<file path="config.mk">
export PLATFORM = sky130hd
export DESIGN_NAME = tmr_irq_router
export DESIGN_NICKNAME = d
export VERILOG_FILES = /design/src/rtl/tmr_route_pkg.sv /design/src/rtl/tmr_trig_chan.sv /design/src/rtl/tmr_route_decode.sv /design/src/rtl/tmr_irq_router.sv
export SDC_FILE = /design/constraint.sdc
export NUM_CORES = 1
export LEC_CHECK = 0
export BUFFER_PORTS_ARGS = -buffer_cell sky130_fd_sc_hd__buf_2
export CAP_MARGIN = 40
export CORE_MARGIN = 1
export CORE_UTILIZATION = 37
export CTS_CLUSTER_SIZE = 25
export DETAILED_ROUTE_END_ITERATION = 6
export PLACE_DENSITY = 0.88
export SYNTH_ARGS = -nofsm -noshare
export SYNTH_HDL_FRONTEND = slang
export SYNTH_SLANG_ARGS = --single-unit
</file>
<file path="constraint.sdc">
create_clock -name clk -period 1.1 [get_ports clk]
set_input_delay 0.22 -clock clk [delete_from_list [all_inputs] [get_ports clk]]
set_output_delay 0.22 -clock clk [all_outputs]
set_load 0.02 [all_outputs]
</file>
<file path="src/rtl/tmr_route_pkg.sv">
package tmr_route_pkg;

    typedef enum logic {
        TRIG_ARMED = 1'b0,
        TRIG_FIRED = 1'b1
    } trig_state_e;

    typedef enum logic {
        MODE_STANDARD = 1'b0,
        MODE_REPLACE  = 1'b1
    } route_mode_e;

endpackage

</file>
<file path="src/rtl/tmr_trig_chan.sv">
module tmr_trig_chan
    import tmr_route_pkg::*;
(
    input  logic clk,
    input  logic rst_n,
    input  logic irq_i,
    input  logic edge_i,
    output logic req_o
);

    trig_state_e state_q;
    trig_state_e state_nxt;

    always_ff @(posedge clk) begin
        if (!rst_n) state_q <= TRIG_ARMED;
        else        state_q <= state_nxt;
    end

    always_comb begin
        state_nxt = state_q;
        req_o     = 1'b0;
        unique case (state_q)
            TRIG_ARMED: begin
                req_o = irq_i;
                if (irq_i) state_nxt = TRIG_FIRED;
            end
            TRIG_FIRED: begin
                req_o = edge_i ? 1'b0 : irq_i;
                if (!irq_i) state_nxt = TRIG_ARMED;
            end
            default: state_nxt = TRIG_ARMED;
        endcase
    end

    // an edge-mode pulse never lasts two cycles
    assert_edge_single_R9: assert property (@(posedge clk) disable iff (!rst_n)
        (edge_i && req_o) |=> !(edge_i && req_o));

endmodule

</file>
<file path="src/rtl/tmr_route_decode.sv">
module tmr_route_decode #(
    parameter int                 LINES   = 24,
    parameter int                 RW      = 5,
    parameter logic [LINES-1:0]   CAP     = 24'hF0_0000
) (
    input  logic [RW-1:0]    route_i,
    output logic [LINES-1:0] hit_o
);

    for (genvar i = 0; i < LINES; i++) begin : g_line
        if (CAP[i]) begin : g_allowed
            assign hit_o[i] = (route_i == RW'(i));
        end else begin : g_blocked
            assign hit_o[i] = 1'b0;
        end
    end

endmodule

</file>
<file path="src/rtl/tmr_irq_router.sv">
module tmr_irq_router
    import tmr_route_pkg::*;
#(
    parameter int                     N_TMR     = 3,
    parameter int                     PIC_LINES = 16,
    parameter int                     IO_LINES  = 24,
    parameter logic [IO_LINES-1:0]    ROUTE_CAP = 24'hF0_0000,
    parameter int                     PIC_T0    = 0,
    parameter int                     IO_T0     = 2,
    parameter int                     PIC_T1    = 8,
    parameter int                     IO_T1     = 8
) (
    input  logic                          clk,
    input  logic                          rst_n,
    input  logic                          legacy_replace,
    input  logic                          irq_mask,
    input  logic [N_TMR-1:0]              tmr_irq,
    input  logic [N_TMR-1:0]              tmr_edge,
    input  logic [N_TMR*$clog2(IO_LINES)-1:0] tmr_route,
    input  logic                          pit_irq,
    input  logic                          rtc_irq,
    output logic [PIC_LINES-1:0]          pic_irq,
    output logic [IO_LINES-1:0]           io_irq
);

    localparam int RW         = $clog2(IO_LINES);
    localparam int N_REPLACED = 2;

    route_mode_e           mode;
    logic [N_TMR-1:0]      chan_req;
    logic [IO_LINES-1:0]   dec_hit [N_TMR];
    logic [PIC_LINES-1:0]  pic_nxt;
    logic [IO_LINES-1:0]   io_nxt;

    assign mode = legacy_replace ? MODE_REPLACE : MODE_STANDARD;

    for (genvar g = 0; g < N_TMR; g++) begin : g_tmr
        tmr_trig_chan u_chan (
            .clk    (clk),
            .rst_n  (rst_n),
            .irq_i  (tmr_irq[g]),
            .edge_i (tmr_edge[g]),
            .req_o  (chan_req[g])
        );

        tmr_route_decode #(
            .LINES (IO_LINES),
            .RW    (RW),
            .CAP   (ROUTE_CAP)
        ) u_dec (
            .route_i (tmr_route[g*RW +: RW]),
            .hit_o   (dec_hit[g])
        );

        // a timer never lands on more than one line
        assert_route_onehot_R7: assert property (@(posedge clk) disable iff (!rst_n)
            $onehot0(dec_hit[g]));
    end

    always_comb begin
        pic_nxt = '0;
        io_nxt  = '0;
        unique case (mode)
            MODE_REPLACE: begin
                if (chan_req[0]) begin
                    pic_nxt[PIC_T0] = 1'b1;
                    io_nxt[IO_T0]   = 1'b1;
                end
                if (chan_req[1]) begin
                    pic_nxt[PIC_T1] = 1'b1;
                    io_nxt[IO_T1]   = 1'b1;
                end
                for (int t = N_REPLACED; t < N_TMR; t++) begin
                    if (chan_req[t]) io_nxt = io_nxt | dec_hit[t];
                end
            end
            MODE_STANDARD: begin
                if (pit_irq) begin
                    pic_nxt[PIC_T0] = 1'b1;
                    io_nxt[IO_T0]   = 1'b1;
                end
                if (rtc_irq) begin
                    pic_nxt[PIC_T1] = 1'b1;
                    io_nxt[IO_T1]   = 1'b1;
                end
                for (int t = 0; t < N_TMR; t++) begin
                    if (chan_req[t]) io_nxt = io_nxt | dec_hit[t];
                end
            end
            default: ;
        endcase
        if (irq_mask) begin
            pic_nxt = '0;
            io_nxt  = '0;
        end
    end

    always_ff @(posedge clk) begin
        if (!rst_n) begin
            pic_irq <= '0;
            io_irq  <= '0;
        end else begin
            pic_irq <= pic_nxt;
            io_irq  <= io_nxt;
        end
    end

    // mask silences every line one edge later
    assert_mask_quiet_R10: assert property (@(posedge clk) disable iff (!rst_n)
        irq_mask |=> (pic_irq == '0 && io_irq == '0));

    // interval timer silenced in replacement mode
    assert_pit_silenced_R2: assert property (@(posedge clk) disable iff (!rst_n)
        (legacy_replace && !chan_req[0]) |=> !pic_irq[PIC_T0]);

    // clock source silenced in replacement mode
    assert_rtc_silenced_R3: assert property (@(posedge clk) disable iff (!rst_n)
        (legacy_replace && !chan_req[1]) |=> !pic_irq[PIC_T1]);

    // timers never reach the legacy controller in standard mode
    assert_no_pic_std_R5: assert property (@(posedge clk) disable iff (!rst_n)
        (!legacy_replace && !pit_irq && !rtc_irq) |=> (pic_irq == '0));

endmodule

</file>
### Word-level counts from Yosys, hierarchy flattened

Cells that the tools add are included.

| storage, ports and cells | value |
|---|---|
| input bits | 27 |
| bits in registers | 43 |
| word-level logic and storage cells | 55 |
| output and inout port bits | 40 |

| operators by class | value |
|---|---|
| equal/unequal tests | 12 |
| mux-type cells | 27 |
| bitwise operators | 9 |
| reduce and logical (&&, ||, !) cells | 1 |

Operators by type and width:

| cell | number |
|---|---|
| $mux 24 | 6 |
| $eq 5x5->1 const B | 12 |
| $or 24x24->24 | 2 |
| $or 9x24->24 | 2 |
| $pmux 24 s2 | 1 |
| $mux 1 | 15 |
| $pmux 1 s2 | 5 |
| $not 1->1 | 5 |
| $reduce_or 2->1 | 1 |

### Depth between registers and ports, before layout

| logic depth | value |
|---|---|
| word-level depth | 11 |
| depth in mapped cells | 3 |

### Cells and area by module

From an unflattened synthesis, not the netlist that was laid out.

| second synthesis, totals | value |
|---|---|
| cell total of the unflattened synthesis | 201 |
| area, all modules | 1,776.7 um2 |

Modules (own cells, without submodules):

| module | cells each | area an instance (um2) | seq. area each (um2) | instances |
|---|---|---|---|---|
| tmr_irq_router | 108 | 1,059.8 | 520.5 | 1 |
| tmr_route_decode | 28 | 201.4 | 0.0 | 3 |
| tmr_trig_chan | 3 | 37.5 | 20.0 | 3 |

### Worst setup path after synthesis

No wires, ideal clock.

| path | value |
|---|---|
| path kind | input -> register |
| start point | in legacy_replace |
| end point | reg io_irq[23] |
| library setup time | 0.079 ns |
| required time | 1.021 ns |
| stages | 3 |
| slack | 0.177 ns |
| arrival time | 0.844 ns |
| cells stage by stage | nor3b_4 nand4b_4 o221ai_2 |

| between the ends | value |
|---|---|
| cells in the longest elaborated chain, start to end | 3 |

RTL lines:

| item | RTL line | source |
|---|---|---|
| start: declaration | tmr_irq_router.sv:15 | `input logic legacy_replace,` |
| $mux 1 (*) | tmr_irq_router.sv:35 | `assign mode = legacy_replace ? MODE_REPLACE : MODE_STANDARD;` |
| $not 1->1 | tmr_irq_router.sv:63 | `unique case (mode)` |
| $pmux 24 s2 (*) | tmr_irq_router.sv:63 |  |
| end signal: assignment | tmr_irq_router.sv:104 | `io_irq <= io_nxt;` |
| end: declaration | tmr_irq_router.sv:23 | `output logic [IO_LINES-1:0] io_irq` |

Mark *: on every way between the ends. The rest lies on a longest branch, timed or not.
A chain may end at the register's enable or synchronous reset.

### Worst setup path after layout

| path | value |
|---|---|
| start point | reg g_tmr[0].u_chan.state_q |
| end point | reg io_irq[21] |

| between the ends | value |
|---|---|
| cells in the longest elaborated chain, start to end | 10 |

RTL lines:

| item | RTL line | source |
|---|---|---|
| start: declaration | tmr_trig_chan.sv:11 | `trig_state_e state_q;` |
| start signal: assignment | tmr_trig_chan.sv:16 | `else state_q <= state_nxt;` |
| $not 1->1 | tmr_trig_chan.sv:22 | `unique case (state_q)` |
| $pmux 1 s2 (*) | tmr_trig_chan.sv:22 |  |
| $mux 24 (*) | tmr_irq_router.sv:87 | `if (chan_req[t]) io_nxt = io_nxt \| dec_hit[t];` |
| $mux 24 (*) | tmr_irq_router.sv:63 |  |
| $or 24x24->24 | tmr_irq_router.sv:87 |  |
| $mux 24 (*) | tmr_irq_router.sv:87 |  |
| $mux 24 (*) | tmr_irq_router.sv:63 |  |
| $or 24x24->24 | tmr_irq_router.sv:87 |  |
| $mux 24 (*) | tmr_irq_router.sv:87 |  |
| $pmux 24 s2 (*) | tmr_irq_router.sv:63 |  |

Mark *: on every way between the ends. The rest lies on a longest branch, timed or not. The select of a mux whose other input is x is not followed.

==> results.md <==
Cells and area:
- The fraction of final layout cells with drive strength greater than 1 is 39.5%.
- For this run, the share of the core covered by cells in the final layout is 47.9%.
- Leaving out fill and tap cells, the most frequent cell in the layout is sky130_fd_sc_hd__buf_2.
- The number of diodes added for antenna fixing is 0.
- After the last flow step, the layout net total stands at 152.
- Leaving out filler cells and counting taps, the final layout contains 149.
- The library cells used most frequently in the layout, excluding fill and tap cells, are 34 x sky130_fd_sc_hd__buf_2, 32 x sky130_fd_sc_hd__conb_1, 9 x sky130_fd_sc_hd__dfxtp_1, 7 x sky130_fd_sc_hd__nand4_1.
- The layout has 191 filler cells.
- Compared with the post-synthesis result, the final layout area differs by 16.0%.

Yosys:
- Counting distinct cell types in the post-synthesis netlist gives 22.
- For this run, the number of Yosys warnings is 0.
- The synthesized design contains 9 register bits.
- Synthesis produced a netlist whose cell count is 85.
- The synthesized cell area is 752 sq um.
- The share of the Yosys chip area taken by registers is 24.0%.
- The average footprint of a synthesized cell is 8.85 sq um.

Setup path:
- On the critical path, the stage with the largest delay is an instance of sky130_fd_sc_hd__a21boi_1.
- Counting both buffers and inverters, the worst setup path holds a total of 0.
- For the worst flop-to-flop path, the logic depth is 3.
- The capturing element of the worst setup path is io_irq[21].
- The worst endpoint required time is 1.29 ns.
- Tracing the worst setup path back leads to its startpoint at g_tmr[0].u_chan.state_q.
- The critical path is of the flip-flop to flip-flop type.
- For this run, the slowest stage of the critical path takes 0.31 ns.
- The worst setup path is captured at a flip-flop.
- The worst setup path is launched from a flip-flop.
- The maximum net fanout on the critical path is 5.
- The cell type group with the largest total delay on the critical path is compound AO/OA/AOI/OAI gates.
- In this run the register-to-register setup slack is 0.05 ns.
- The number of stages on the worst setup path is 3.
- The worst register-to-register path begins at g_tmr[0].u_chan.state_q.
- The reg-to-reg critical path endpoint is io_irq[21].
- The critical path arrival is 1.24 ns.
- The signal on the critical path passes through a21boi_1 > nand4b_1 > o221ai_2.

Place:
- Including well taps, the total number of placed cells is 145.
- The wire-length estimate of the detail-placed layout is 1210 microns.
- The congestion estimate from routability-driven global placement came to approximately 0.74.
- The count of buffers from port buffering is 34.

Timing:
- The worst path uses 95.5% of the clock period.
- The final count of pins violating max slew was 0.
- Setup total negative slack on the finished layout was measured at 0 ns.
- Setup repair after global routing left no endpoint under its margin.
- The final count of negative-setup-slack endpoints is 0.
- The minimum clock period after layout is 1.05 ns.
- The total count of hold-check failures in the final report was 0.
- Based on the critical path, the design can be clocked at up to 952 MHz.
- Between clock sinks in the finished design, the worst skew comes to 0.000699 ns.

Clocking:
- The number of buffers on the longest clock path is 2.
- The depth of the CTS H-tree is 1.
- The number of setup buffers added after CTS is 0.
- After clock tree synthesis, the clock-pin slew on the worst setup and hold paths is roughly 0.06 ns.
- The TritonCTS sink count is 9.
- The clock tree from TritonCTS is yes.
- The quantity of hold-fixing buffers added after cts is 0.
- Gates resized during post-CTS repair numbered 0.
- The root cell of the clock tree is sky130_fd_sc_hd__clkbuf_4.
- The clock latency of the later-clocked register in the worst-skew pair is about 0.26 ns.
- The number of clock buffers added by TritonCTS is 3.

Outcome:
- The flow ran to the end, and the final reports show no timing, DRC or antenna violations.

GRT:
- Global routing consumed, over all layers together, 12.9% of the routing resources.
- The total overflow left after global routing is 0.
- The largest net degree at the start of global routing is 7.
- The initial antenna violation count is 0.
- The via count of the first global-routing pass is 460.
- The global-route wire length before repair is 1890 microns.

Power and ir drop:
- The fraction of power spent switching nets is 34.9%.
- In this run, the clock network consumes 30.5% of the power.
- The analysis attributes to cell leakage a power of 0.488 nW.
- The power spent charging and discharging nets is 0.000294 W.
- In this run, the combinational gates consume approximately 30% of the power.
- The peak supply drop is 0.000468 V.
- Internal power comes to 0.000548 W.
- The fraction of power consumed by sequential logic is 40.2%.
- Dividing total power by cell area gives a power density of 965 nW/um^2.

Floorplan:
- The core region is around 1800 sq um.
- The die area is 2220 sq um.
- The number of rows created at floorplan is 15.
- The overall die height is 47.1 microns.
- Measured along the x axis, the die boundary spans 47.1 microns.
- For this design the top-level I/O count stands at 67.
- For this configuration, the core starts out at a cell density of roughly two fifths.

Drt:
- After detailed routing, the number of vias per cell comes to approximately 4.3.
- After detailed routing, the number of remaining DRC violations is 0.
- For this block, the initial DRC count from the detailed router was 21.
- The post-detailed-route wirelength per cell is 9.42 microns.
- The post-detailed-routing wire length is 1400 microns.
- The remaining number of nets flagged by the antenna check after routing is 0.
- Detailed routing inserted a total of roughly 640 vias.
- For this run, the detailed router's first-pass iteration total came to 4.

Hold path:
- In this run the worst hold path is classified as primary input to flip-flop.

Flow run:
- The max-capacitance violation count is 0.
cell families (layout without fill, tap and decap cells):
logic type      count (synthesis)  in the layout  share of synthesized area, %
compound gates                  4              4                          5.99
buf+inv                        35             43                          34.4
flops                           9              9                          24.0
mux                             2              2                          2.66
other cells                     1             32                         0.499
simple gates                   34             34                          32.4
power by group through the flow:
stage / clock network (W) / registers, W / logic [W]
after floorplan: 0 / 0.000352 / 0.000243
after global placement: 0 / 0.000346 / 0.000238
after detailed placement: 0 / 0.000346 / 0.000244
after CTS: 0.000270 / 0.000339 / 0.000245
after global routing: 0.000288 / 0.000340 / 0.000265
final: 0.000257 / 0.000339 / 0.000246
through the flow:
| stage | hold WS (ns) | total power [W] | instance area (sq um) | setup WS (ns) |
|---|---|---|---|---|
| 6_report | 0.178 | 0.000842 | 872 | 0.0492 |
| 3_3_place_gp | 0.451 | 0.000584 | 845 | 0.0236 |
| 5_1_grt | 0.176 | 0.000893 | 872 | 0.00738 |
| 4_1_cts | 0.170 | 0.000853 | 872 | 0.0286 |
| 3_5_place_dp | 0.448 | 0.000590 | 845 | -0.0465 |
| 2_1_floorplan | 0.356 | 0.000595 | 868 | 0.177 |
how the worst min path moves through the flow:
stage	start	end	slack, ns	cells after the start
2_1_floorplan	rst_n	g_tmr[0].u_chan.state_q	0.36	1
3_3_place_gp	tmr_irq[1]	g_tmr[1].u_chan.state_q	0.45	2
3_5_place_dp	tmr_irq[1]	g_tmr[1].u_chan.state_q	0.45	2
4_1_cts	tmr_irq[1]	g_tmr[1].u_chan.state_q	0.17	2
5_1_grt	tmr_irq[2]	g_tmr[2].u_chan.state_q	0.18	2
6_report	tmr_irq[1]	g_tmr[1].u_chan.state_q	0.18	2
sequential cells by signal (all words and copies together), names as in the netlist:
register,cells
g_tmr.u_chan.state_q,3
io_irq,5
pic_irq,1
Yosys cell counts:
master | count | area share (%)
sky130_fd_sc_hd__dfxtp_1 | 9 | 24
sky130_fd_sc_hd__or2b_1 | 1 | 1.0
sky130_fd_sc_hd__nor3b_4 | 1 | 2.5
sky130_fd_sc_hd__o221ai_2 | 2 | 4.0
sky130_fd_sc_hd__nand2_1 | 2 | 1.0
sky130_fd_sc_hd__nor4bb_1 | 1 | 1.3
sky130_fd_sc_hd__and4b_1 | 1 | 1.3
sky130_fd_sc_hd__nor2b_1 | 4 | 3.3
sky130_fd_sc_hd__and2_2 | 3 | 3.0
sky130_fd_sc_hd__nor2_1 | 4 | 2.0
sky130_fd_sc_hd__nand4b_1 | 2 | 2.3
sky130_fd_sc_hd__mux2i_1 | 2 | 2.7
sky130_fd_sc_hd__buf_4 | 34 | 34
sky130_fd_sc_hd__a21boi_1 | 2 | 2.0
sky130_fd_sc_hd__and3b_1 | 1 | 1.2
sky130_fd_sc_hd__nand3_1 | 4 | 2.7
sky130_fd_sc_hd__and2_1 | 1 | 0.83
sky130_fd_sc_hd__nand4_1 | 7 | 5.8
sky130_fd_sc_hd__inv_1 | 1 | 0.50
sky130_fd_sc_hd__nand4b_4 | 1 | 3.2
sky130_fd_sc_hd__conb_1 | 1 | 0.50
sky130_fd_sc_hd__nand3b_1 | 1 | 1.0
layout make-up:
| cell class | count | area, sq um | share of cell area [%] |
|---|---|---|---|
| Clock buffer | 3 | 22.5 | 2.58 |
| Multi-Input combinational cell | 72 | 429 | 49.2 |
| Inverter | 1 | 3.75 | 0.430 |
| Tap cell | 25 | 31.3 | 3.59 |
| Timing Repair Buffer | 38 | 200 | 23.0 |
| Sequential cell | 9 | 180 | 20.7 |
| Clock inverter | 1 | 5.00 | 0.574 |
layer usage:
metal	vias to the layer above	track usage [%]	wire length, microns
met1	273	12.5	505
met5	-	0	0
met2	53	24.7	718
met3	2	3.46	167
li1	307	-	-
met4	0	6.86	11
Note: power is estimated with default switching activity, not from simulation.
